<file path="config.mk">
export PLATFORM = sky130hd
export DESIGN_NAME = rst_seq_ctrl
export DESIGN_NICKNAME = d
export VERILOG_FILES = /design/src/rtl/rst_seq_pkg.sv /design/src/rtl/rst_por_sync.sv /design/src/rtl/rst_pin_filter.sv /design/src/rtl/rst_release_fsm.sv /design/src/rtl/rst_seq_ctrl.sv
export SDC_FILE = /design/constraint.sdc
export NUM_CORES = 1
export LEC_CHECK = 0
export BUFFER_PORTS_ARGS = -buffer_cell sky130_fd_sc_hd__buf_2
export CELL_PAD_IN_SITES_DETAIL_PLACEMENT = 1
export CELL_PAD_IN_SITES_GLOBAL_PLACEMENT = 1
export CORE_MARGIN = 3
export CORE_UTILIZATION = 44
export CTS_CLUSTER_DIAMETER = 200
export DETAILED_ROUTE_END_ITERATION = 10
export GPL_ROUTABILITY_DRIVEN = 0
export PLACE_DENSITY = 0.74
export SLEW_MARGIN = 20
export SYNTH_ARGS = -nofsm -noshare
export SYNTH_HDL_FRONTEND = slang
export SYNTH_SLANG_ARGS = --single-unit
</file>
<file path="constraint.sdc">
create_clock -name clk_i -period 0.9 [get_ports clk_i]
set_input_delay 0.18 -clock clk_i [delete_from_list [all_inputs] [get_ports clk_i]]
set_output_delay 0.18 -clock clk_i [all_outputs]
set_load 0.02 [all_outputs]
</file>
<file path="src/rtl/rst_seq_pkg.sv">
package rst_seq_pkg;

  localparam int CAUSE_W = 4;

  // bit positions of the one-hot cause code
  localparam int CAUSE_POR    = 0;
  localparam int CAUSE_EXT    = 1;
  localparam int CAUSE_SW     = 2;
  localparam int CAUSE_SUPPLY = 3;

  typedef enum logic [1:0] {
    ST_HOLD  = 2'd0,
    ST_COUNT = 2'd1,
    ST_RUN   = 2'd2
  } seq_state_e;

endpackage

</file>
<file path="src/rtl/rst_por_sync.sv">
module rst_por_sync (
  input  logic clk_i,
  input  logic por_ni,
  output logic rst_no
);

  logic meta_q;
  logic sync_q;

  always_ff @(posedge clk_i or negedge por_ni) begin
    if (!por_ni) begin
      meta_q <= 1'b0;
      sync_q <= 1'b0;
    end else begin
      meta_q <= 1'b1;
      sync_q <= meta_q;
    end
  end

  assign rst_no = sync_q;

endmodule

</file>
<file path="src/rtl/rst_pin_filter.sv">
module rst_pin_filter #(
  parameter int MIN_LOW_CYCLES = 16
) (
  input  logic clk_i,
  input  logic rst_ni,
  input  logic pin_i,
  output logic ext_req_o
);

  localparam int CNT_W = $clog2(MIN_LOW_CYCLES + 1);
  localparam logic [CNT_W-1:0] CNT_MAX = CNT_W'(MIN_LOW_CYCLES);

  logic             sync1_q;
  logic             sync2_q;
  logic [CNT_W-1:0] low_cnt_q;
  logic [CNT_W-1:0] low_cnt_d;
  logic             cnt_en;

  // two-flop synchroniser, idles high
  always_ff @(posedge clk_i or negedge rst_ni) begin
    if (!rst_ni) begin
      sync1_q <= 1'b1;
      sync2_q <= 1'b1;
    end else begin
      sync1_q <= pin_i;
      sync2_q <= sync1_q;
    end
  end

  // saturating low-level counter, cleared whenever the pin reads high
  always_comb begin
    cnt_en    = sync2_q || (low_cnt_q != CNT_MAX);
    low_cnt_d = low_cnt_q;
    if (sync2_q) begin
      low_cnt_d = '0;
    end else if (low_cnt_q != CNT_MAX) begin
      low_cnt_d = low_cnt_q + 1'b1;
    end
  end

  always_ff @(posedge clk_i or negedge rst_ni) begin
    if (!rst_ni) begin
      low_cnt_q <= '0;
    end else if (cnt_en) begin
      low_cnt_q <= low_cnt_d;
    end
  end

  assign ext_req_o = (low_cnt_q == CNT_MAX);

endmodule

</file>
<file path="src/rtl/rst_release_fsm.sv">
module rst_release_fsm
  import rst_seq_pkg::*;
#(
  parameter int RELEASE_CYCLES = 32
) (
  input  logic               clk_i,
  input  logic               rst_ni,
  input  logic               ext_req_i,
  input  logic               supply_low_i,
  input  logic               sw_req_i,
  output logic               sys_rst_no,
  output logic [CAUSE_W-1:0] cause_o
);

  localparam int REL_W = $clog2(RELEASE_CYCLES + 1);
  localparam logic [REL_W-1:0] REL_LAST = REL_W'(RELEASE_CYCLES - 1);

  seq_state_e         state_q, state_d;
  logic [REL_W-1:0]   rel_cnt_q, rel_cnt_d;
  logic [CAUSE_W-1:0] cause_q, cause_d;
  logic               cause_en;
  logic               level_req;

  assign level_req = ext_req_i || supply_low_i;

  always_comb begin
    state_d   = state_q;
    rel_cnt_d = rel_cnt_q;
    cause_d   = cause_q;
    cause_en  = 1'b0;
    unique case (state_q)
      ST_RUN: begin
        if (level_req || sw_req_i) begin
          state_d  = ST_HOLD;
          cause_en = 1'b1;
          cause_d  = '0;
          if (supply_low_i)   cause_d[CAUSE_SUPPLY] = 1'b1;
          else if (ext_req_i) cause_d[CAUSE_EXT]    = 1'b1;
          else                cause_d[CAUSE_SW]     = 1'b1;
        end
      end
      ST_HOLD: begin
        if (!level_req) begin
          state_d   = ST_COUNT;
          rel_cnt_d = '0;
        end
      end
      ST_COUNT: begin
        if (level_req) begin
          state_d = ST_HOLD;
        end else if (sw_req_i) begin
          rel_cnt_d = '0;
        end else if (rel_cnt_q == REL_LAST) begin
          state_d = ST_RUN;
        end else begin
          rel_cnt_d = rel_cnt_q + 1'b1;
        end
      end
      default: state_d = ST_HOLD;
    endcase
  end

  always_ff @(posedge clk_i or negedge rst_ni) begin
    if (!rst_ni) begin
      state_q   <= ST_HOLD;
      rel_cnt_q <= '0;
    end else begin
      state_q   <= state_d;
      rel_cnt_q <= rel_cnt_d;
    end
  end

  // the cause survives every reset except power-on
  always_ff @(posedge clk_i or negedge rst_ni) begin
    if (!rst_ni) begin
      cause_q <= CAUSE_W'(1) << CAUSE_POR;
    end else if (cause_en) begin
      cause_q <= cause_d;
    end
  end

  assign sys_rst_no = (state_q == ST_RUN);
  assign cause_o    = cause_q;

endmodule

</file>
<file path="src/rtl/rst_seq_ctrl.sv">
module rst_seq_ctrl
  import rst_seq_pkg::*;
#(
  parameter int MIN_LOW_CYCLES = 16,
  parameter int RELEASE_CYCLES = 32
) (
  input  logic               clk_i,
  input  logic               por_ni,
  input  logic               ext_pin_i,
  input  logic               sw_rst_i,
  input  logic               supply_low_i,
  output logic               sys_rst_no,
  output logic [CAUSE_W-1:0] cause_o
);

  logic rst_n;
  logic ext_req;

  rst_por_sync u_por_sync (
    .clk_i  (clk_i),
    .por_ni (por_ni),
    .rst_no (rst_n)
  );

  rst_pin_filter #(
    .MIN_LOW_CYCLES (MIN_LOW_CYCLES)
  ) u_pin_filter (
    .clk_i     (clk_i),
    .rst_ni    (rst_n),
    .pin_i     (ext_pin_i),
    .ext_req_o (ext_req)
  );

  rst_release_fsm #(
    .RELEASE_CYCLES (RELEASE_CYCLES)
  ) u_release (
    .clk_i        (clk_i),
    .rst_ni       (rst_n),
    .ext_req_i    (ext_req),
    .supply_low_i (supply_low_i),
    .sw_req_i     (sw_rst_i),
    .sys_rst_no   (sys_rst_no),
    .cause_o      (cause_o)
  );

endmodule

</file>
==> flow_metrics.py, run 1 <==
metrics = {
    "run_status": {
        "status": "aborted with a tool error",
        "stop_stage": "global routing (5_1_grt)",
        "firstError": "[ERROR DPL-0033] detailed placement checks failed during check placement.",
    },
    "clock_tree": {
        "cts_max_path_buffers": 2,
        "cts_sinks": 21,
        "htree_levels": 1,
        "root_buffer": "clkbuf_4",
        "cts_made_buffers": 3,
    },
    "logic_synthesis": {
        "synth_ff_type": "dfrtp_1",
        "ys_seq_area_frac": 0.546,
        "synth_warnings": 0,
        "yosysUniqueCellTypes": 32,
        "synth_edf_count": 0,
        "synth-async-reset-ratio": 1.00,
        "synth.ff_latch_count": 21,
        "synth.avg_cell_area_um2": 11.0,
        "syn_nets": 96,
        "synth_area_um2": 970,
        "syn_inst": 88,
    },
    "placement": {
        "port-buffer-count": 9,
        "placed_cells": 144,
        "dp_hpwl_mm": 1.72,
    },
    "floorplan": {
        "row_count": 16,
        "initial_core_util": 0.480,
        "fp.dieW_um": 52.9,
        "ios": 10,
        "die_y_um": 52.9,
    },
    "sta": {
        "crit_endpoint": "u_release.rel_cnt_q[5]$_DFFE_PN0P_/D",
        "endpoint_type": "register data pin",
    },
    "global_routing": {
        "antenna_found_initial": 0,
        "grt_max_degree": 15,
    },
}
-- synth_stat cells, types with 2 or more instances --
| library cell | n | area [um2] |
|---|---|---|
| dfstp_2 | 3 | 78.8 |
| a41oi_1 | 2 | 17.5 |
| xnor2_1 | 2 | 17.5 |
| dfrtp_1 | 18 | 450 |
| a21oi_1 | 7 | 35.0 |
| nand3_1 | 4 | 20.0 |
| mux2i_1 | 2 | 20.0 |
| nand2_1 | 7 | 26.3 |
| nor2_1 | 7 | 26.3 |
| xor2_1 | 2 | 17.5 |
| o21a_1 | 2 | 15.0 |
| ha_1 | 3 | 37.5 |
| inv_1 | 5 | 18.8 |
| o21ai_0 | 5 | 25.0 |
| nor2b_1 | 2 | 12.5 |
-- timing repair --
item,4_1_cts
hold buffers,2
pin swaps,5
endpoints found under the hold margin,3
endpoints found under the setup margin,22
resized for setup,24
setup buffers,13
-- logic make-up after synthesis --
| group | count (synthesis) | share of synthesized area |
|---|---|---|
| and+or+nand+nor | 29 | 0.169 |
| AOI/OAI and AO/OA | 21 | 0.151 |
| DFF | 21 | 0.546 |
| buffers and inverters | 7 | 0.0348 |
| xor gates and xnor gates | 4 | 0.0361 |
| adders and majority gates | 3 | 0.0387 |
| muxes | 2 | 0.0206 |
| other | 1 | 0.00387 |
-- metrics by stage --
| stage | hold slack (ns) | instance area, um2 | worst slack [ns] |
|---|---|---|---|
| after CTS | 0.151 | 1440 | -0.761 |
| after global placement | -0.0341 | 1200 | -0.661 |
| after floorplan | -0.116 | 970 | -0.640 |
| after detailed placement | -0.0303 | 1200 | -0.764 |
==> run 2, diff against run 1 <==
Settings changed: CELL_PAD_IN_SITES_DETAIL_PLACEMENT 1 to default, CELL_PAD_IN_SITES_GLOBAL_PLACEMENT 1 to default, CORE_AREA from default to 3 3 64 66, CORE_MARGIN 3 to default, CORE_UTILIZATION 44 to default, CTS_CLUSTER_DIAMETER 200 to default, DIE_AREA from default to 0 0 67 69, PLACE_DENSITY 0.74 to default, PLACE_DENSITY_LB_ADDON from default to 0.15.
==> flow_metrics.py, run 2 <==
metrics = {
    "logic_synthesis": {
        "synth_area_um2": 970,
        "synth_compound_area_frac": 0.151,
        "yosysTopAreaCellShare": 0.465,
        "synth.most_common_cell": "dfrtp_1",
        "syn_inst": 88,
        "synth_top_family_by_area": "simple AND/OR/NAND/NOR gates",
        "synth_area_leaders": "dfrtp_1, dfstp_2, ha_1",
        "yosys.area.top_type": "dfrtp_1",
        "yosysUniqueCellTypes": 32,
        "synth_mux_area_frac": 0.0206,
        "synth.avg_cell_area_um2": 11.0,
        "synth_ff_type": "dfrtp_1",
        "synth_warnings": 0,
        "synth-async-reset-ratio": 1.00,
        "syn_nets": 96,
        "synthSimpleGateAreaFrac": 0.169,
        "synthXorXnorAreaFrac": 0.0361,
        "synth-adder-area-share": 0.0387,
        "synth_edf_count": 0,
        "ys_seq_area_frac": 0.546,
        "synth.ff_latch_count": 21,
        "synth_common_cells": "dfrtp_1, a21oi_1, nand2_1, nor2_1",
    },
    "routing": {
        "drt_first_pass_iters": 2,
        "drt_iter0_drc": 15,
        "drtAntennaViolNets": 0,
        "totalWireLength_mm": 2.21,
        "num_vias": 802,
        "vias_per_cell": 4.46,
        "post_drt_wl_per_cell_um": 12.3,
        "drc": 0,
    },
    "sta": {
        "max_freq_mhz": 635,
        "rsz0062_at_grt": "true",
        "setup_viol": 22,
        "maxSlewViolCount": 0,
        "layout_setup_ws_ns": -0.675,
        "timing.final.crit_share": 1.75,
        "hold_slack_ns": 0.0141,
        "fin_crit_ns": 1.57,
        "fin_skew_ns": 0.00489,
        "hold_viol_final": 0,
    },
    "floorplan": {
        "row_count": 22,
        "die_y_um": 69,
        "fp.dieW_um": 67,
        "initial_core_util": 0.267,
        "ios": 10,
        "core_area_um2": 3630,
        "dieArea_um2": 4620,
    },
    "placement": {
        "placed_cells": 169,
        "port-buffer-count": 9,
        "dp_hpwl_mm": 1.54,
        "dp_slack_ns": -0.813,
    },
    "power_and_ir_drop": {
        "p_sw_uw": 436,
        "p_int_uw": 1410,
        "p_leak_uw": 0.000684,
        "peakVddDrop_mv": 0.625,
        "combPwrFrac": 0.131,
        "clockPowerShare": 0.329,
        "seqPwrFrac": 0.541,
        "swShare": 0.237,
        "power_density_nw_per_um2": 1220,
    },
    "finish": {
        "top_register": "u_release.rel_cnt_q",
        "final_cell_mix": "buf_4, dfrtp_1, buf_6, nand2_1, nor2_1",
        "syn_to_final_growth_pct": 55.6,
        "num-fill-cells": 368,
        "final_common_cell": "buf_4",
        "largest_register_ffs": 6,
        "diodes": 0,
        "drive_gt1_frac": 0.523,
        "final_cells": 180,
        "final_nets": 141,
    },
    "flow_run": {
        "maxCapViolCount": 0,
    },
    "clock_tree": {
        "clk_pin_slew_ns": 0.08,
        "clock_latency_ns": 0.26,
        "htree_levels": 1,
        "root_buffer": "clkbuf_8",
        "cts_tree": "done",
        "cts_made_buffers": 3,
        "cts_sinks": 21,
        "cts_max_path_buffers": 2,
    },
    "worst_setup_path": {
        "critPathKind": "register to register",
        "path_max_fanout": 3,
        "crit_required_ns": 1.03,
        "crit_path_end_kind": "register",
        "cp.arrival_ns": 1.70,
        "worst_setup_path_start_kind": "register",
    },
    "global_routing": {
        "grt_pass1_vias": 881,
        "grt_pass1_wl_mm": 3.84,
        "grt_max_degree": 13,
        "track_usage": 0.109,
        "grt_overflow": 0,
        "antenna_found_initial": 0,
    },
    "worst_hold_path": {
        "hp-class": "input port to register",
    },
    "run_status": {
        "violations": "setup timing",
        "status": "finished, violations left",
    },
}
## run 2: final timing paths
kind	endpoint	slack [ns]	cells past startpoint	start
min in group asynchronous	u_pin_filter.low_cnt_q[1]	0.18	1	u_por_sync.rst_no
min	u_pin_filter.sync1_q	0.01	1	ext_pin_i
max	u_release.rel_cnt_q[0]	-0.67	7	u_pin_filter.low_cnt_q[0]
max in group asynchronous	u_release.cause_o[0]	0.49	1	u_por_sync.rst_no
max reg2reg	u_release.rel_cnt_q[0]	-0.67	7	u_pin_filter.low_cnt_q[0]
min reg2reg	u_pin_filter.low_cnt_q[1]	0.18	1	u_por_sync.rst_no
## run 2: routing by layer
metal / vias to the layer above / GRT usage / part of all wire
li1: 396 / - / -
met1: 393 / 0.126 / 0.43
met2: 11 / 0.197 / 0.53
met3: 2 / 0.0195 / 0.031
met4: 0 / 0.0338 / 0.0072
met5: - / 0 / 0
## run 2: stage by stage
step	power [uW]	utilization	TNS, ns	area, um2
global placement	1190	0.345	-9.56	1250
floorplan	1100	-	-7.94	970
detailed placement	1200	0.345	-10.11	1250
global route	1950	0.415	-10.83	1510
CTS	1860	0.409	-9.63	1490
finish	1840	0.415	-9.03	1510
## run 2: cell families (layout without fill, tap and decap cells)
| kind of cell | Yosys count | count (layout) |
|---|---|---|
| AOI/OAI and AO/OA | 21 | 21 |
| xor gates and xnor gates | 4 | 4 |
| adders and majority gates | 3 | 3 |
| buffers and inverters | 7 | 51 |
| DFF | 21 | 21 |
| muxes | 2 | 2 |
| other | 1 | 1 |
| and+or+nand+nor | 29 | 29 |
## run 2: worst max-delay path, cell delays in order (launching register included)
cell and delay [ns]:
dfrtp_1 0.36, inv_2 0.06, ha_4 0.15, nor4bb_4 0.14
buf_4 0.15, or2_4 0.24, a311oi_4 0.24, mux2i_1 0.11
## run 2: final cells by class
class,count,area [um2],share of cell area
clock buffer,3,41.3,0.0274
sequential,21,529,0.351
clock inverter,1,5.00,0.00332
inverter,5,18.8,0.0124
tap,48,60.1,0.0398
timing repair buffer,42,338,0.224
multi-input combinational,60,517,0.342
## run 2: what timing repair did
item | CTS | global route
pin swaps | 8 | 7
setup endpoints to repair | 22 | 22
endpoints found under the hold margin | 2 | 0
cloned | 0 | 0
buffers inserted | 9 | 1
hold buffers | 1 | 0
gates resized for setup | 28 | 7
## run 2: power groups by stage
stage	sequential, uW	clock [uW]	combinational [uW]
final	995	605	241
after global routing	999	673	274
after CTS	995	640	228
after detailed placement	1010	0	187
after global placement	1010	0	183
after floorplan	1030	0	74.6
Power figures use the tool's default switching activity.
